$ cat src/rtl/mdio_pkg.sv
package mdio_pkg;

  typedef enum logic [1:0] {
    SEQ_IDLE = 2'd0,
    SEQ_ADDR = 2'd1,
    SEQ_DATA = 2'd2
  } seq_state_e;

  // cmd_op bit 1 selects clause 45, bit 0 selects write
  function automatic logic [31:0] mdio_build_word(
    input logic        c45,
    input logic        wr,
    input logic        addr_stage,
    input logic [4:0]  phy,
    input logic [4:0]  dev,
    input logic [15:0] regaddr,
    input logic [15:0] wdata
  );
    logic [1:0]  st;
    logic [1:0]  op;
    logic [15:0] dat;
    st = c45 ? 2'b00 : 2'b01;
    if (addr_stage)  op = 2'b00;
    else if (wr)     op = 2'b01;
    else             op = c45 ? 2'b11 : 2'b10;
    if (addr_stage)  dat = regaddr;
    else if (wr)     dat = wdata;
    else             dat = 16'h0000;
    return {st, op, phy, dev, 2'b10, dat};
  endfunction

endpackage

$ cat src/rtl/mdio_mdc_div.sv
module mdio_mdc_div #(
  parameter int DIV_W = 8
) (
  input  logic             clk,
  input  logic             rst_n,
  input  logic [DIV_W-1:0] div_half,
  output logic             mdc,
  output logic             wrap,
  output logic             rise_ev,
  output logic             fall_ev
);
  logic [DIV_W-1:0] cnt;

  assign wrap    = (cnt >= div_half);
  assign rise_ev = wrap & ~mdc;
  assign fall_ev = wrap & mdc;

  always_ff @(posedge clk or negedge rst_n) begin
    if (!rst_n) begin
      cnt <= '0;
      mdc <= 1'b0;
    end else if (wrap) begin
      cnt <= '0;
      mdc <= ~mdc;
    end else begin
      cnt <= cnt + DIV_W'(1);
    end
  end
endmodule

$ cat src/rtl/mdio_frame_engine.sv
module mdio_frame_engine #(
  parameter int PRE_LEN = 32,
  localparam int SEQ_LEN = PRE_LEN + 32,
  localparam int IDX_W = $clog2(SEQ_LEN)
) (
  input  logic             clk,
  input  logic             rst_n,
  input  logic             start,
  input  logic             abort,
  input  logic [31:0]      word,
  input  logic             is_rd,
  input  logic             rise_ev,
  input  logic             fall_ev,
  input  logic             mdio_i,
  output logic             mdio_o,
  output logic             mdio_oe,
  output logic             frame_done,
  output logic             active,
  output logic             launched,
  output logic             rd_q,
  output logic [IDX_W-1:0] bit_idx,
  output logic [15:0]      rd_data
);
  localparam logic [IDX_W-1:0] LAST_IDX = IDX_W'(SEQ_LEN - 1);
  localparam logic [IDX_W-1:0] REL_IDX  = IDX_W'(SEQ_LEN - 17);
  localparam logic [IDX_W-1:0] DATA_IDX = IDX_W'(SEQ_LEN - 16);

  logic [SEQ_LEN-1:0] shreg;
  logic [IDX_W-1:0]   next_idx;
  logic               sample_ev;

  assign frame_done = active & launched & rise_ev & (bit_idx == LAST_IDX);
  assign next_idx   = launched ? bit_idx + IDX_W'(1) : '0;
  assign sample_ev  = active & launched & rise_ev & rd_q & (bit_idx >= DATA_IDX);

  always_ff @(posedge clk or negedge rst_n) begin
    if (!rst_n) begin
      rd_data <= '0;
    end else if (sample_ev) begin
      rd_data <= {rd_data[14:0], mdio_i};
    end
  end

  always_ff @(posedge clk or negedge rst_n) begin
    if (!rst_n) begin
      shreg    <= '0;
      active   <= 1'b0;
      launched <= 1'b0;
      rd_q     <= 1'b0;
      bit_idx  <= '0;
      mdio_o   <= 1'b1;
      mdio_oe  <= 1'b0;
    end else if (abort) begin
      active   <= 1'b0;
      launched <= 1'b0;
      mdio_o   <= 1'b1;
      mdio_oe  <= 1'b0;
    end else if (start) begin
      shreg    <= {{PRE_LEN{1'b1}}, word};
      active   <= 1'b1;
      launched <= 1'b0;
      rd_q     <= is_rd;
    end else if (frame_done) begin
      active   <= 1'b0;
      launched <= 1'b0;
    end else if (fall_ev) begin
      if (active) begin
        mdio_o   <= shreg[SEQ_LEN-1];
        shreg    <= shreg << 1;
        bit_idx  <= next_idx;
        launched <= 1'b1;
        mdio_oe  <= ~(rd_q & (next_idx >= REL_IDX));
      end else begin
        mdio_o  <= 1'b1;
        mdio_oe <= 1'b0;
      end
    end
  end
endmodule

$ cat src/rtl/mdio_mgmt_master.sv
module mdio_mgmt_master #(
  parameter int DIV_W   = 8,
  parameter int TO_W    = 16,
  parameter int PRE_LEN = 32
) (
  input  logic             clk,
  input  logic             rst_n,
  input  logic             cmd_valid,
  input  logic [1:0]       cmd_op,
  input  logic [4:0]       cmd_phy,
  input  logic [4:0]       cmd_dev,
  input  logic [15:0]      cmd_reg,
  input  logic [15:0]      cmd_wdata,
  input  logic [DIV_W-1:0] cfg_div_half,
  input  logic [TO_W-1:0]  cfg_timeout,
  output logic             busy,
  output logic             done,
  output logic             timeout_err,
  output logic [15:0]      rd_data,
  output logic             mdc,
  output logic             mdio_o,
  output logic             mdio_oe,
  input  logic             mdio_i
);
  import mdio_pkg::*;

  localparam int IDX_W = $clog2(PRE_LEN + 32);

  seq_state_e       state;
  logic [1:0]       op_q;
  logic [4:0]       phy_q, dev_q;
  logic [15:0]      reg_q, wdata_q;
  logic [TO_W-1:0]  to_cnt;

  logic             wrap, rise_ev, fall_ev;
  logic             accept, start_frame, frame_done, expire;
  logic             eng_active, eng_launched, eng_rd, start_rd;
  logic [IDX_W-1:0] bit_idx;
  logic [31:0]      word;

  assign accept      = (state == SEQ_IDLE) & cmd_valid;
  assign start_frame = accept | ((state == SEQ_ADDR) & frame_done);
  assign busy        = (state != SEQ_IDLE);

  always_comb begin
    if (accept) begin
      word     = mdio_build_word(cmd_op[1], cmd_op[0], cmd_op[1],
                                 cmd_phy, cmd_dev, cmd_reg, cmd_wdata);
      start_rd = ~cmd_op[1] & ~cmd_op[0];
    end else begin
      word     = mdio_build_word(op_q[1], op_q[0], 1'b0,
                                 phy_q, dev_q, reg_q, wdata_q);
      start_rd = ~op_q[0];
    end
  end

  assign expire = busy & eng_active & rise_ev & ~frame_done &
                  (({1'b0, to_cnt} + {{TO_W{1'b0}}, 1'b1}) >= {1'b0, cfg_timeout});

  mdio_mdc_div #(.DIV_W(DIV_W)) u_div (
    .clk(clk), .rst_n(rst_n), .div_half(cfg_div_half),
    .mdc(mdc), .wrap(wrap), .rise_ev(rise_ev), .fall_ev(fall_ev)
  );

  mdio_frame_engine #(.PRE_LEN(PRE_LEN)) u_eng (
    .clk(clk), .rst_n(rst_n), .start(start_frame), .abort(expire),
    .word(word), .is_rd(start_rd), .rise_ev(rise_ev), .fall_ev(fall_ev),
    .mdio_i(mdio_i), .mdio_o(mdio_o), .mdio_oe(mdio_oe),
    .frame_done(frame_done), .active(eng_active), .launched(eng_launched),
    .rd_q(eng_rd), .bit_idx(bit_idx), .rd_data(rd_data)
  );

  always_ff @(posedge clk or negedge rst_n) begin
    if (!rst_n) begin
      to_cnt <= '0;
    end else if (start_frame) begin
      to_cnt <= '0;
    end else if (eng_active & rise_ev) begin
      to_cnt <= to_cnt + TO_W'(1);
    end
  end

  always_ff @(posedge clk or negedge rst_n) begin
    if (!rst_n) begin
      state       <= SEQ_IDLE;
      op_q        <= '0;
      phy_q       <= '0;
      dev_q       <= '0;
      reg_q       <= '0;
      wdata_q     <= '0;
      done        <= 1'b0;
      timeout_err <= 1'b0;
    end else begin
      done        <= 1'b0;
      timeout_err <= 1'b0;
      if (expire) begin
        state       <= SEQ_IDLE;
        timeout_err <= 1'b1;
      end else begin
        case (state)
          SEQ_IDLE: if (accept) begin
            op_q    <= cmd_op;
            phy_q   <= cmd_phy;
            dev_q   <= cmd_dev;
            reg_q   <= cmd_reg;
            wdata_q <= cmd_wdata;
            state   <= cmd_op[1] ? SEQ_ADDR : SEQ_DATA;
          end
          SEQ_ADDR: if (frame_done) state <= SEQ_DATA;
          SEQ_DATA: if (frame_done) begin
            state <= SEQ_IDLE;
            done  <= 1'b1;
          end
          default: state <= SEQ_IDLE;
        endcase
      end
    end
  end
endmodule

$ cat config.mk
export PLATFORM = sky130hd
export DESIGN_NAME = mdio_mgmt_master
export DESIGN_NICKNAME = d
export VERILOG_FILES = /design/src/rtl/mdio_pkg.sv /design/src/rtl/mdio_mdc_div.sv /design/src/rtl/mdio_frame_engine.sv /design/src/rtl/mdio_mgmt_master.sv
export SDC_FILE = /design/constraint.sdc
export NUM_CORES = 1
export LEC_CHECK = 0
export BUFFER_PORTS_ARGS = -buffer_cell sky130_fd_sc_hd__buf_2
export CORE_ASPECT_RATIO = 1.4
export CORE_MARGIN = 2
export CORE_UTILIZATION = 50
export DETAILED_ROUTE_END_ITERATION = 6
export PLACE_DENSITY = 0.68
export SKIP_LAST_GASP = 1
export SLEW_MARGIN = 20
export SYNTH_ARGS = -nofsm -noshare
export SYNTH_HDL_FRONTEND = slang
export SYNTH_SLANG_ARGS = --single-unit
$ cat constraint.sdc
create_clock -name clk -period 7.3 [get_ports clk]
set_clock_uncertainty 0.1 [all_clocks]
set_input_delay 0 -clock clk [delete_from_list [all_inputs] [get_ports clk]]
set_output_delay 0 -clock clk [all_outputs]
set_load 0.03 [all_outputs]
== Yosys cells after proc, flatten, opt, wreduce, memory -nomap -nowiden ==
Cells that the tools add are included.
Word-level totals
  bits in registers: 148
  input port bits: 72
  output and inout bits: 22
  word-level logic and storage cells: 123
Operators by class
  $add $sub $neg: 4
  $lt $le $gt $ge: 4
  eq/ne operators: 9
  mux-type cells: 47
  bitwise operators: 25
  reductions and logical operators: 16
Operator list (number)
  64-bit two-way mux: 4
  16-bit two-way mux: 5
  31-bit two-way mux: 1
  1-bit two-way mux: 26
  16-bit by 1-bit adder with 17-bit output (second input constant): 1
  17-bit by 16-bit greater-or-equal comparator with 1-bit output: 1
  16-bit by 1-bit adder with 16-bit output (second input constant): 1
  1-bit bitwise AND: 16
  2-bit two-way mux: 8
  6-bit greater-or-equal comparator (second input constant): 2
  2-bit nonzero test: 5
  3-bit != test (second input constant): 3
  3-bit AND reduction: 3
  8-bit by 1-bit adder with 8-bit output (second input constant): 1
  8-bit greater-or-equal comparator: 1
  8-bit two-way mux: 1
  1-bit NOT: 8
  4-bit nonzero test: 2
  6-bit by 1-bit adder with 6-bit output (second input constant): 1
  6-bit equality test (second input constant): 1
  6-bit two-way mux: 1
  2-bit case mux with 3 select lines: 1
  5-bit AND reduction: 1
  2-bit by 1-bit != test with 1-bit output (second input constant): 2
  8 further kinds: 9

== Depth between registers and ports, before layout ==
Gate-level depths: netlist of run 1.
  word-level depth: 10
  depth in mapped cells: 13
  gate-level depth less buffers: 13

== By module ==
A second synthesis of run 1 with hierarchy kept.
Unflattened totals
  cells, all modules: 770
  area, all modules: 7410.9 um^2
By module, submodules not included
  mdio_frame_engine: instances 1, cells an instance 324, area an instance 3753.6 um^2, seq. area each 2278.4 um^2
  mdio_mgmt_master: instances 1, cells an instance 384, area an instance 3031.7 um^2, seq. area each 1201.2 um^2
  mdio_mdc_div: instances 1, cells an instance 62, area an instance 625.6 um^2, seq. area each 225.2 um^2

== Worst setup path after synthesis of run 1 ==
Ideal clock, no wire load.
  kind: register to register
  from: register to_cnt[0]
  to: register u_eng.mdio_o
  library setup time: 73 ps
  data arrival time: 2615 ps
  required time: 7127 ps
  path slack: 4511 ps
  cell stages (with the launch flop): 14
  path buffers: 0
  clock period less this slack: 2789 ps
  cell sequence: dfrtp_1 ha_1 nand3_2 nor4_2 nand3_1 nor2_1 xor2_1 ha_1 nand4_1 nor2_1 nand2_1 a2bb2oi_1 a31oi_2 o21bai_1
Between the ends
  cells in the longest elaborated chain, start to end: 5
  elaborated cells between the ends (all ways): 8
  those cells by class: add/sub: 1; order compare: 1; eq/ne: 2; mux: 1; bitwise: 1; reduce/logical: 2
Ends and longest elaborated chain
  start: declaration: line mdio_mgmt_master.sv:33  | logic [TO_W-1:0] to_cnt;
  start signal: assignment: line mdio_mgmt_master.sv:79  | to_cnt <= to_cnt + TO_W'(1);
  16-bit by 1-bit adder with 17-bit output *: line mdio_mgmt_master.sv:58  | (({1'b0, to_cnt} + {{TO_W{1'b0}}, 1'b1}) >= {1'b0, cfg_timeout});
  17-bit by 16-bit greater-or-equal comparator with 1-bit output *: line mdio_mgmt_master.sv:58
  1-bit bitwise AND *: line mdio_mgmt_master.sv:57  | assign expire = busy & eng_active & rise_ev & ~frame_done &
  net expire: line mdio_mgmt_master.sv:36  | logic accept, start_frame, frame_done, expire;
  2-bit by 1-bit != test with 1-bit output (no line) or 2-bit nonzero test (tied branches)
  3-bit AND reduction (no line)
  end signal: assignment: line mdio_frame_engine.sv:68  | mdio_o <= shreg[SEQ_LEN-1];
  end: declaration: line mdio_frame_engine.sv:15  | output logic mdio_o,
Mark *: on every way through the listed nets, which the timed path passes. The rest lies on a longest branch.
A chain may end at the register's enable or synchronous reset.

== Final worst setup path of run 1 ==
Same ends and word-level chain as after synthesis.

==> metrics.cfg, run 1 <==
[placed_design]
globalplace.congestion = 0.8891
dp_slack_ns = 4.094
place_area_um2 = 7959
dpl.hpwl_mm = 10.03
io_buffer_count = 93

[synth]
synth_xor_xnor_area_share_pct = 3.535
yosys.area.top_type = dfrtp_1
synth_top_area_share_pct = 49.49
synth_mux_area_share_pct = 2.558
synth_simple_gate_area_share_pct = 23.01
synthAdderAreaFrac_pct = 4.545
ys_ff_latch = 148
synth_top_family_by_area = simple AND/OR/NAND/NOR gates
syn_area_per_cell_um2 = 9.021
synth_edf_count = 0
syn_area_um2 = 7433
synth-async-reset-ratio_pct = 100.0
synth-compound-area-share_pct = 11.83
ys_seq_area_share_pct = 49.84
ys_warn_count = 0
synth_cells = 824
synth.area.top_cells = dfrtp_1, nand2_1, ha_1
synth_ff_type = dfrtp_1
syn_nets = 923
synth_cell_types = 63

[die]
core_area_um2 = 14510
die_y_um = 148.3
rows = 52
ios = 94
dieWidth_um = 107.1
initial_core_util_pct = 51.23
die-area_um2 = 15870

[timing]
post-route-period-util_pct = 43.93
hold_viol = 0
setup_tns_ns = 0
period_needed_ns = 3.207
slew_violations = 0
rsz0062_at_grt = false
finalSetupViolations = 0
max_slew_margin_pct = 35.60
fmax_mhz = 311.9
fin_hold_ws_ns = 0.05720
setup_ws_ns = 4.093
worst_slew_pin_slew_ns = 0.9660

[hold_path]
hold_path_class = input pin to async pin

[setup_path]
worstSetupPathType = flop to flop
crit_required_ns = 7.54
path_max_fanout = 7
crit_path_end_kind = flop
worst_setup_path_start_kind = flop
crit_arrival_ns = 3.45

[clock_network]
clk_path_buf_depth = 2
postCtsSetupBuffers = 0
cts_buffers = 17
clkTransAtPathRegs_ns = 0.06
cts_resized = 0
hold_buffers = 53
cts_tree = done
clock_latency_ns = 0.42
cts.sinks = 148
htree_levels = 4
ctsRootBufferMaster = clkbuf_16

[drt]
drtIter0Drc = 334
drtAntennaViolNets = 0
met1Wirelength_mm = 7.425
vias_per_cell = 5.274
dr_wl_met3_um = 527
drt_pass1_iterations = 4
wl_met2_mm = 8.308
highest_layer = met4
wl_per_cell_um = 14.34
vias = 6060
drc = 0
wirelength_mm = 16.47

[cells_and_area]
drive_gt1_share_pct = 16.98
nets = 1046
design_area_um2 = 9102
areaGrowthSynthToFinish_pct = 22.45
n_antenna_cell = 0
fillers = 1234

[grt]
grt_max_degree = 89
grt.total_usage_pct = 21.68
grt_pass1_vias = 5926
antenna_found_initial = 0
grt.overflow.total = 0
grt_pass1_wl_mm = 27.85

[run]
maxCapViolCount = 0

[pwr]
ir_drop_mv = 0.1818
power_density_nw_per_um2 = 325.1
leakage_uw = 0.004393

[status]
status = completed

-- cell usage in the layout, fill, tap and decap left out, types with 3 or more instances in the layout --
| cell type | count |
|---|---|
| inv_1 | 29 |
| nand4_1 | 6 |
| ha_1 | 27 |
| a21o_1 | 3 |
| xnor2_1 | 15 |
| a31oi_1 | 26 |
| o21ai_0 | 20 |
| and3_1 | 5 |
| nand2b_1 | 4 |
| xor2_1 | 15 |
| nor3_1 | 5 |
| nand3_1 | 49 |
| buf_2 | 92 |
| clkinv_4 | 3 |
| dfrtp_1 | 147 |
| nand2_1 | 239 |
| and2_1 | 3 |
| clkbuf_16 | 17 |
| o211ai_1 | 3 |
| a21oi_1 | 20 |
| a311oi_1 | 15 |
| a211oi_1 | 5 |
| mux2_2 | 15 |
| nor2_1 | 58 |
| or3_1 | 8 |
| a22oi_1 | 16 |
| buf_4 | 7 |
| dlygate4sd3_1 | 53 |
| clkinvlp_4 | 6 |
-- routing by layer --
| metal | GRT usage (%) | vias to the layer above |
|---|---|---|
| met2 | 37.59 | 122 |
| met4 | 6.234 | 0 |
| met3 | 4.294 | 17 |
| li1 | - | 3055 |
| met1 | 27.43 | 2866 |
| met5 | 0 | - |
-- layout make-up --
| type | count | area, um2 | area share [%] |
|---|---|---|---|
| clock buffers | 18 | 439.2 | 4.825 |
| inverters | 29 | 108.9 | 1.196 |
| flip-flops and latches | 148 | 3705 | 40.70 |
| clock inverters | 14 | 153.9 | 1.691 |
| multi-input cells | 597 | 3385 | 37.18 |
| well taps | 189 | 236.5 | 2.598 |
| repair buffers | 154 | 1075 | 11.81 |
-- registers in the layout, summed over array words and instances, names as in the netlist, 2 cells and up --
signal,count
dev_q,5
wdata_q,16
op_q,2
u_eng.rd_data,16
phy_q,5
to_cnt,16
u_div.cnt,8
u_eng.bit_idx,6
u_eng.shreg,64
state,2
-- cell usage after synthesis, types with 2 or more instances --
cell type	number
mux2_2	15
a311oi_1	15
o21ai_1	2
o221ai_1	2
clkbuf_1	22
nand3_2	2
xnor2_1	15
a211oi_1	5
or3_1	8
a22oi_1	16
a21oi_1	20
o21ai_0	20
ha_1	27
nor2b_1	2
and3_1	6
xor2_1	15
dfrtp_1	147
buf_4	2
buf_6	2
a31oi_1	26
inv_1	29
a21o_1	3
nand3_1	49
nor3_1	5
nand2b_1	4
and4_1	2
nand4_1	6
nand2_1	240
and2_1	3
nor2_1	58
o211ai_1	3
buf_2	22
-- power by group --
group	internal (uW)	total (uW)	switching [uW]
clock network	515	869	354
registers	1100	1290	192
logic	329	801	472
total	1940	2960	1020
-- path summary, 6_finish.rpt --
path                       slack [ns]      endpoint  cells past startpoint       startpoint
setup / recovery                 4.09  u_eng.mdio_o                     13        to_cnt[0]
hold / removal                   0.06    wdata_q[6]                      2            rst_n
setup reg to reg                 4.09  u_eng.mdio_o                     13        to_cnt[0]
hold reg to reg                  0.38    wdata_q[8]                      2       wdata_q[8]
max in group asynchronous        5.62     to_cnt[0]                      3            rst_n
min in group clk                 0.18   timeout_err                      5  cfg_timeout[14]
-- cell families (layout without fill, tap and decap cells) --
kind of cell | Yosys count | in the layout
xor gates and xnor gates | 30 | 30
DFF | 148 | 148
muxes | 17 | 17
adders and majority gates | 27 | 27
AOI/OAI and AO/OA | 127 | 127
and+or+nand+nor | 396 | 396
buffers and inverters | 79 | 215
-- worst max-delay path: stages (launching register included) --
cell       delay (ns)
dfrtp_1          0.42
ha_1             0.23
nand3_2          0.15
nor4_2           0.43
nand3_1          0.24
nor2_1           0.18
xor2_1           0.08
ha_1             0.29
nand4_1          0.10
nor2_1           0.13
nand2_1          0.07
a2bb2oi_1        0.13
a31oi_2          0.42
o21bai_1         0.18
-- per-stage QoR --
step                util [%]  power, uW  std cells
floorplan                  -       1857        824
global placement       54.86       2031       1063
detailed placement     54.86       2054       1063
CTS                    62.60       2981       1148
global route           62.74       3176       1149
finish                 62.74       2959       1149
Note: power is estimated with default switching activity, not from simulation.
==> run 2: changes to the inputs <==
PLACE_DENSITY = 0.71   (was 0.68)
clock period = 2.84 ns   (was 7.3 ns; I/O delays follow)
==> run 2 against run 1 <==
Effect of this change: design area increased by 2.8%; fmax grew 15%; sequential cell count unchanged; clock power grew to 2.6 times the previous value; sequential share of layout area shrank 1.1 points; combinational power grew to 2.7 times the previous value.
==> metrics.cfg, run 2 (synthesis results as in run 1) <==
[setup_path]
crit_arrival_ns = 3.03  ; was 3.45 ns
cp_top_family = simple AND/OR/NAND/NOR gates  ; unchanged
r2r_setup_slack_ns = 0.05  ; was 4.09 ns
max_stage_delay_ns = 0.46  ; was 0.43 ns
path_max_fanout = 7  ; unchanged
crit_chain = and3_1 -> nand4_1 -> or3_1 -> xnor2_1 -> ha_1 -> nand2_1 -> nor2_2 -> nand2_1 -> a2bb2oi_2 -> a31oi_2 -> buf_6 -> o21bai_1  ; was ha_1 -> nand3_2 -> nor4_2 -> nand3_1 -> nor2_1 -> xor2_1 -> ha_1 -> nand4_1 -> nor2_1 -> nand2_1 -> a2bb2oi_1 -> a31oi_2 -> o21bai_1
critPathSlowestCell = or3_1  ; was nor4_2
worst_setup_path_start_kind = flop  ; unchanged
cp_common_cell = nand2_1
critPathBufInv = 1  ; was 0
worstSetupPathType = flop to flop  ; unchanged
crit_required_ns = 3.08  ; was 7.54 ns
crit_path_end_kind = flop  ; unchanged

[clock_network]
clock_latency_ns = 0.42  ; about the same
cts_buffers = 17  ; unchanged
clkTransAtPathRegs_ns = 0.06  ; about the same
ctsRootBufferMaster = clkbuf_16  ; unchanged
cts.sinks = 148  ; unchanged
htree_levels = 4  ; unchanged
cts_tree = done  ; unchanged
clk_path_buf_depth = 2  ; unchanged

[timing]
slew_violations = 0  ; unchanged
period_needed_ns = 2.792  ; was 3.207 ns
fmax_mhz = 358.2  ; was 311.9 MHz
hold_viol = 0  ; unchanged
max_slew_margin_pct = 54.90  ; was 35.60%
rsz0062_at_grt = true  ; was false
worst_slew_pin_slew_ns = 0.6764  ; was 0.9660 ns
setup_ws_ns = 0.04846  ; was 4.093 ns
fin_hold_ws_ns = 0.009826  ; was 0.05720 ns
post-route-period-util_pct = 98.29  ; was 43.93%
finalSetupViolations = 0  ; unchanged

[grt]
grt_max_degree = 67  ; was 89
antenna_found_initial = 0  ; unchanged
grt.total_usage_pct = 22.61  ; was 21.68%
grt_pass1_vias = 6338  ; was 5926
grt.overflow.total = 0  ; unchanged
grt_pass1_wl_mm = 28.92  ; was 27.85 mm

[cells_and_area]
utilization_pct = 64.50  ; was 62.74%
nets = 1068  ; was 1046
fillers = 1191  ; was 1234
layout_common_cells = nand2_1, dfrtp_1, buf_2, nor2_1, dlygate4sd3_1  ; unchanged
top_register = u_eng.shreg  ; unchanged
areaGrowthSynthToFinish_pct = 25.89  ; was 22.45%
drive_gt1_share_pct = 19.96  ; was 16.98%
final_common_cell = nand2_1  ; unchanged
n_antenna_cell = 0  ; unchanged
largest_register_ffs = 64  ; unchanged
design_area_um2 = 9358  ; was 9102 um2

[placed_design]
io_buffer_count = 93  ; unchanged
globalplace.congestion = 0.8458  ; was 0.8891
dpl.hpwl_mm = 10.58  ; was 10.03 mm
dp_slack_ns = -0.05383  ; was 4.094 ns
place_area_um2 = 8169  ; was 7959 um2

[pwr]
leakage_uw = 0.004553  ; was 0.004393 uW
ir_drop_mv = 0.4852  ; was 0.1818 mV
power_uw = 7718  ; was 2959 uW
power_density_nw_per_um2 = 824.8  ; was 325.1 nW/um2

[drt]
vias = 6396  ; was 6060
wl_per_cell_um = 14.72  ; was 14.34 um
met1Wirelength_mm = 7.089  ; was 7.425 mm
highest_layer = met4  ; unchanged
drtIter0Drc = 348  ; was 334
wl_met2_mm = 9.005  ; was 8.308 mm
wirelength_mm = 17.23  ; was 16.47 mm
drc = 0  ; unchanged
drt_pass1_iterations = 5  ; was 4
vias_per_cell = 5.462  ; was 5.274
drtAntennaViolNets = 0  ; unchanged
dr_wl_met3_um = 651  ; was 527 um

[die]
core_area_um2 = 14510  ; unchanged
rows = 52  ; unchanged
initial_core_util_pct = 51.23  ; unchanged
ios = 94  ; unchanged
die_y_um = 148.3  ; unchanged
dieWidth_um = 107.1  ; unchanged
die-area_um2 = 15870  ; unchanged

[run]
maxCapViolCount = 0  ; unchanged

[status]
status = completed  ; unchanged

[hold_path]
hold_path_class = input pin to async pin  ; unchanged

[run 2: changes by cell type in the layout (fill, tap and decap cells not counted), sizes merged]
| cell | change |
|---|---|
| buf | +26 |
| inv | -1 |
| dlygate4sd3 | -4 |
| clkinvlp | -1 |
| clkbuf | +2 |
[run 2: what timing repair did]
action	CTS	global route
hold buffers	49	0
resized for setup	4	6
setup endpoints to repair	6	7
endpoints found under the hold margin	207	0
pin swaps	0	13
setup buffers	0	9
gates cloned	0	0
[run 2: final cells by class]
| cell class | count | area, um2 | area share, % |
|---|---|---|---|
| sequential | 148 | 3705 | 39.59 |
| multi-input combinational | 597 | 3425 | 36.60 |
| timing repair buffer | 176 | 1296 | 13.85 |
| clock buffer | 20 | 456.7 | 4.880 |
| tap | 189 | 236.5 | 2.527 |
| clock inverter | 12 | 130.1 | 1.391 |
| inverter | 29 | 108.9 | 1.163 |
[run 2: power by group]
group | internal [uW] | switching (uW) | total [uW] | leakage [uW]
logic | 899 | 1300 | 2200 | 0.00252
clock network | 1340 | 884 | 2220 | 0.000274
registers | 2820 | 477 | 3300 | 0.00176
[run 2: layer usage]
metal | vias to the layer above | track usage [%]
met5 | - | 0
met4 | 0 | 9.156
met3 | 45 | 4.689
met2 | 176 | 40.09
met1 | 3088 | 26.45
li1 | 3087 | -
[run 2: path summary, 6_finish.rpt]
| check | from | to | cells after the start |
|---|---|---|---|
| min reg2reg | phy_q[1] | phy_q[1] | 2 |
| min | rst_n | wdata_q[12] | 2 |
| min in group clk | cfg_timeout[14] | timeout_err | 6 |
| max | to_cnt[1] | u_eng.mdio_o | 12 |
| max reg2reg | to_cnt[1] | u_eng.mdio_o | 12 |
| max in group asynchronous | rst_n | u_eng.mdio_o | 3 |
[run 2: stage by stage]
step | std cells | setup TNS, ns
after floorplan | 824 | 0
after global placement | 1081 | 0
after detailed placement | 1081 | -0.1535
after CTS | 1162 | 0
after global routing | 1171 | -0.5835
final | 1171 | 0
==> run 3: changes to the inputs <==
SYNTH_HIERARCHICAL = 1   (was not set)
==> run 3 against run 2 <==
Effect of this change: clock-buffer cell count did not move; first-iteration DRC count increased by 15%; the run now ends with setup timing left; cell count down 0.68%; largest power group unchanged; total power grew 1.1%; design area is 5.7% higher; largest cell class unchanged.
==> metrics.cfg, run 3 <==
[setup_path]
r2r_setup_slack_ns = -0.70  ; was 0.05 ns
crit_path_end_kind = flop  ; unchanged
timing.rr.start = to_cnt[0]  ; was to_cnt[1]
worst_setup_path_start_kind = flop  ; unchanged
crit_arrival_ns = 3.73  ; was 3.03 ns
rr_endpoint = u_eng/shreg[53]  ; was u_eng.mdio_o
crit_chain = and4_4 -> nand2_2 -> or3_4 -> nor2_4 -> xor2_1 -> ha_1 -> a21oi_2 -> o211ai_1 -> o21ai_1 -> nand4_1 -> and3b_2 -> or3_4 -> buf_4 -> buf_6 -> o22a_1  ; was and3_1 -> nand4_1 -> or3_1 -> xnor2_1 -> ha_1 -> nand2_1 -> nor2_2 -> nand2_1 -> a2bb2oi_2 -> a31oi_2 -> buf_6 -> o21bai_1
path_max_fanout = 8  ; was 7
cp_common_cell = or3_4  ; was nand2_1
crit_required_ns = 3.03  ; was 3.08 ns
critPathSlowestCell = or3_4  ; was or3_1
rr_worst_depth = 15  ; was 12
worstSetupPathType = flop to flop  ; unchanged
max_stage_delay_ns = 0.43  ; was 0.46 ns

[timing]
worst_slew_pin_slew_ns = 0.9931  ; was 0.6764 ns
finalSetupViolations = 77  ; was 0
slew_violations = 0  ; unchanged
setup_ws_ns = -0.7014  ; was 0.04846 ns
rsz0062_at_grt = true  ; unchanged
max_slew_margin_pct = 33.79  ; was 54.90%
fmax_mhz = 282.4  ; was 358.2 MHz
hold_viol = 0  ; unchanged
setup_tns_ns = -47.07  ; was 0 ns
post-route-period-util_pct = 124.7  ; was 98.29%
period_needed_ns = 3.541  ; was 2.792 ns

[synth]
syn_area_um2 = 7411  ; was 7433 um2
synth.area.top_cells = dfrtp_1, nand2_1, ha_1  ; unchanged
yosys.area.top_type = dfrtp_1  ; unchanged
synth_ff_type = dfrtp_1  ; unchanged
synth_cell_types = 59  ; was 63
ys_warn_count = 6  ; was 0
ys_seq_area_share_pct = 49.99  ; was 49.84%
ys_ff_latch = 148  ; unchanged
yosysMostFrequentCell = dfrtp_1  ; was nand2_1
syn_area_per_cell_um2 = 9.624  ; was 9.021 um2
synth_edf_count = 0  ; unchanged
yosys-top-cells-count = dfrtp_1, nand2_1, nor2_1  ; was nand2_1, dfrtp_1, nor2_1
synth-async-reset-ratio_pct = 100.0  ; unchanged
synth_top_area_share_pct = 49.64  ; was 49.49%
synth_cells = 770  ; was 824

[drt]
vias_per_cell = 5.554  ; was 5.462
drc = 0  ; unchanged
wl_per_cell_um = 16.30  ; was 14.72 um
drtAntennaViolNets = 0  ; unchanged
drt_pass1_iterations = 5  ; unchanged
drtIter0Drc = 401  ; was 348
wirelength_mm = 18.95  ; was 17.23 mm
vias = 6459  ; was 6396

[placed_design]
globalplace.congestion = 0.8758  ; was 0.8458
dp_slack_ns = -0.8786  ; was -0.05383 ns
io_buffer_count = 93  ; unchanged
dp.cells = 1078  ; was 1081
dpl.hpwl_mm = 11.50  ; was 10.58 mm

[cells_and_area]
areaGrowthSynthToFinish_pct = 33.48  ; was 25.89%
instances_no_fill = 1163  ; was 1171
top_register = u_eng/shreg  ; was u_eng.shreg
final_common_cell = dfrtp_1  ; was nand2_1
nets = 1060  ; was 1068
drive_gt1_share_pct = 30.08  ; was 19.96%
fillers = 1068  ; was 1191
layout_common_cells = dfrtp_1, nand2_1, buf_2, buf_4, nor2_1  ; was nand2_1, dfrtp_1, buf_2, nor2_1, dlygate4sd3_1
n_antenna_cell = 0  ; unchanged
largest_register_ffs = 64  ; unchanged

[die]
die-area_um2 = 15830  ; was 15870 um2
initial_core_util_pct = 51.08  ; was 51.23%
core_area_um2 = 14510  ; unchanged
die_y_um = 148.1  ; was 148.3 um
dieWidth_um = 106.9  ; was 107.1 um
rows = 52  ; unchanged
ios = 94  ; unchanged

[pwr]
leakage_uw = 0.004645  ; was 0.004553 uW
ir_drop_mv = 0.5021  ; was 0.4852 mV
pwr-share-clk_pct = 28.8  ; about the same
power_density_nw_per_um2 = 788.9  ; was 824.8 nW/um2
p_comb_share_pct = 32.2  ; was 28.5%
switchingPower_uw = 2673  ; was 2659 uW
seq_power_share_pct = 39.1  ; was 42.7%
power_uw = 7804  ; was 7718 uW
p_sw_share_pct = 34.25  ; was 34.45%
p_int_uw = 5131  ; was 5059 uW

[status]
failed_checks = setup timing
status = finished, violations left  ; was completed

[grt]
grt.overflow.total = 0  ; unchanged
grt_pass1_wl_mm = 29.70  ; was 28.92 mm
grt_max_degree = 82  ; was 67
antenna_found_initial = 0  ; unchanged
grt.total_usage_pct = 23.09  ; was 22.61%
grt_pass1_vias = 6505  ; was 6338

[clock_network]
cts_tree = done  ; unchanged
cts_buffers = 17  ; unchanged
htree_levels = 4  ; unchanged
cts.sinks = 148  ; unchanged
clock_latency_ns = 0.41  ; was 0.42 ns
clkTransAtPathRegs_ns = 0.06  ; about the same
ctsRootBufferMaster = clkbuf_16  ; unchanged
clk_path_buf_depth = 2  ; unchanged

[run]
maxCapViolCount = 0  ; unchanged

[hold_path]
hold_depth = 5
hold_path_class = input pin to flop  ; was input pin to async pin
hold_start = cmd_reg[1]
hold_end = u_eng/shreg[1]

[run 3: cell types whose count changed in the layout (fill, tap and decap cells not counted), sizes merged, moves of 15 or more]
cell	before	now
a21oi	21	52
a311oi	15	0
a31oi	27	0
buf	127	183
dlygate4sd3	49	31
nand2	240	128
o22a	0	32
o22ai	0	32
[run 3: layout make-up]
type	instances	area, um2	share of cell area, %
multi-input combinational	547	3607	36.47
clock buffer	20	436.7	4.414
inverter	30	112.6	1.138
tap	189	236.5	2.391
sequential	148	3705	37.45
clock inverter	12	153.9	1.556
timing repair buffer	217	1640	16.58
[run 3: worst max path at each step]
stage	startpoint	end	slack, ns	cells past startpoint
4_1_cts	to_cnt[0]	u_eng/shreg[0]	-0.56	16
3_3_place_gp	to_cnt[1]	u_eng/shreg[44]	-0.76	13
3_5_place_dp	to_cnt[1]	u_eng/shreg[53]	-0.88	13
2_1_floorplan	to_cnt[2]	u_eng/shreg[39]	-0.52	16
6_report	to_cnt[0]	u_eng/shreg[53]	-0.70	15
5_1_grt	to_cnt[0]	u_eng/shreg[13]	-0.87	15
[run 3: logic make-up after synthesis]
logic type	after synthesis	share of synthesized area (%)
compound gates	184	16.36
xor+xnor	27	3.292
buf+inv	77	5.285
other cells	2	0.1013
mux	16	2.431
simple gates	289	17.98
fa+ha+maj	27	4.558
flops	148	49.99
[run 3: repair_timing]
item,4_1_cts,5_1_grt
cloned,3,3
pin swaps,11,10
setup endpoints to repair,77,98
hold buffers,31,0
gates resized for setup,16,34
setup buffers,9,7
endpoints found under the hold margin,122,0
[run 3: critical path: cells and delay by family, from the launching register on]
family,cells,cell delay (ns)
AND/OR/NAND/NOR,7,1.65
AO/OA/AOI/OAI,4,0.55
flip-flops,1,0.37
adder cells (fa/ha/maj),1,0.30
buffers and inverters,2,0.29
XOR/XNOR,1,0.17
[run 3: power by group through the flow]
stage                     Combinational, uW  Clock [uW]  Sequential [uW]
after global routing                   2760        2390             3100
after floorplan                        1590           0             3000
after detailed placement               2110           0             3060
after CTS                              2270        2270             3030
after global placement                 2030           0             3020
final                                  2510        2240             3050
[run 3: stage by stage]
| step | util, % | hold slack, ns | area (um2) |
|---|---|---|---|
| finish | 68.18 | 0.02560 | 9892 |
| global route | 68.18 | 0.07114 | 9892 |
| CTS | 66.15 | 0.01398 | 9598 |
| detailed placement | 58.71 | -0.001612 | 8518 |
| global placement | 58.69 | -0.01497 | 8516 |
| floorplan | - | -0.3956 | 7510 |
[run 3: per-layer routing]
metal	wire [um]	share of wire (%)	vias up	global-route usage [%]
met2	10590	56	196	43.38
li1	-	-	3072	-
met1	7304	39	3160	26.46
met3	692	3.7	31	3.900
met4	365	1.9	0	7.273
met5	0	0	-	0
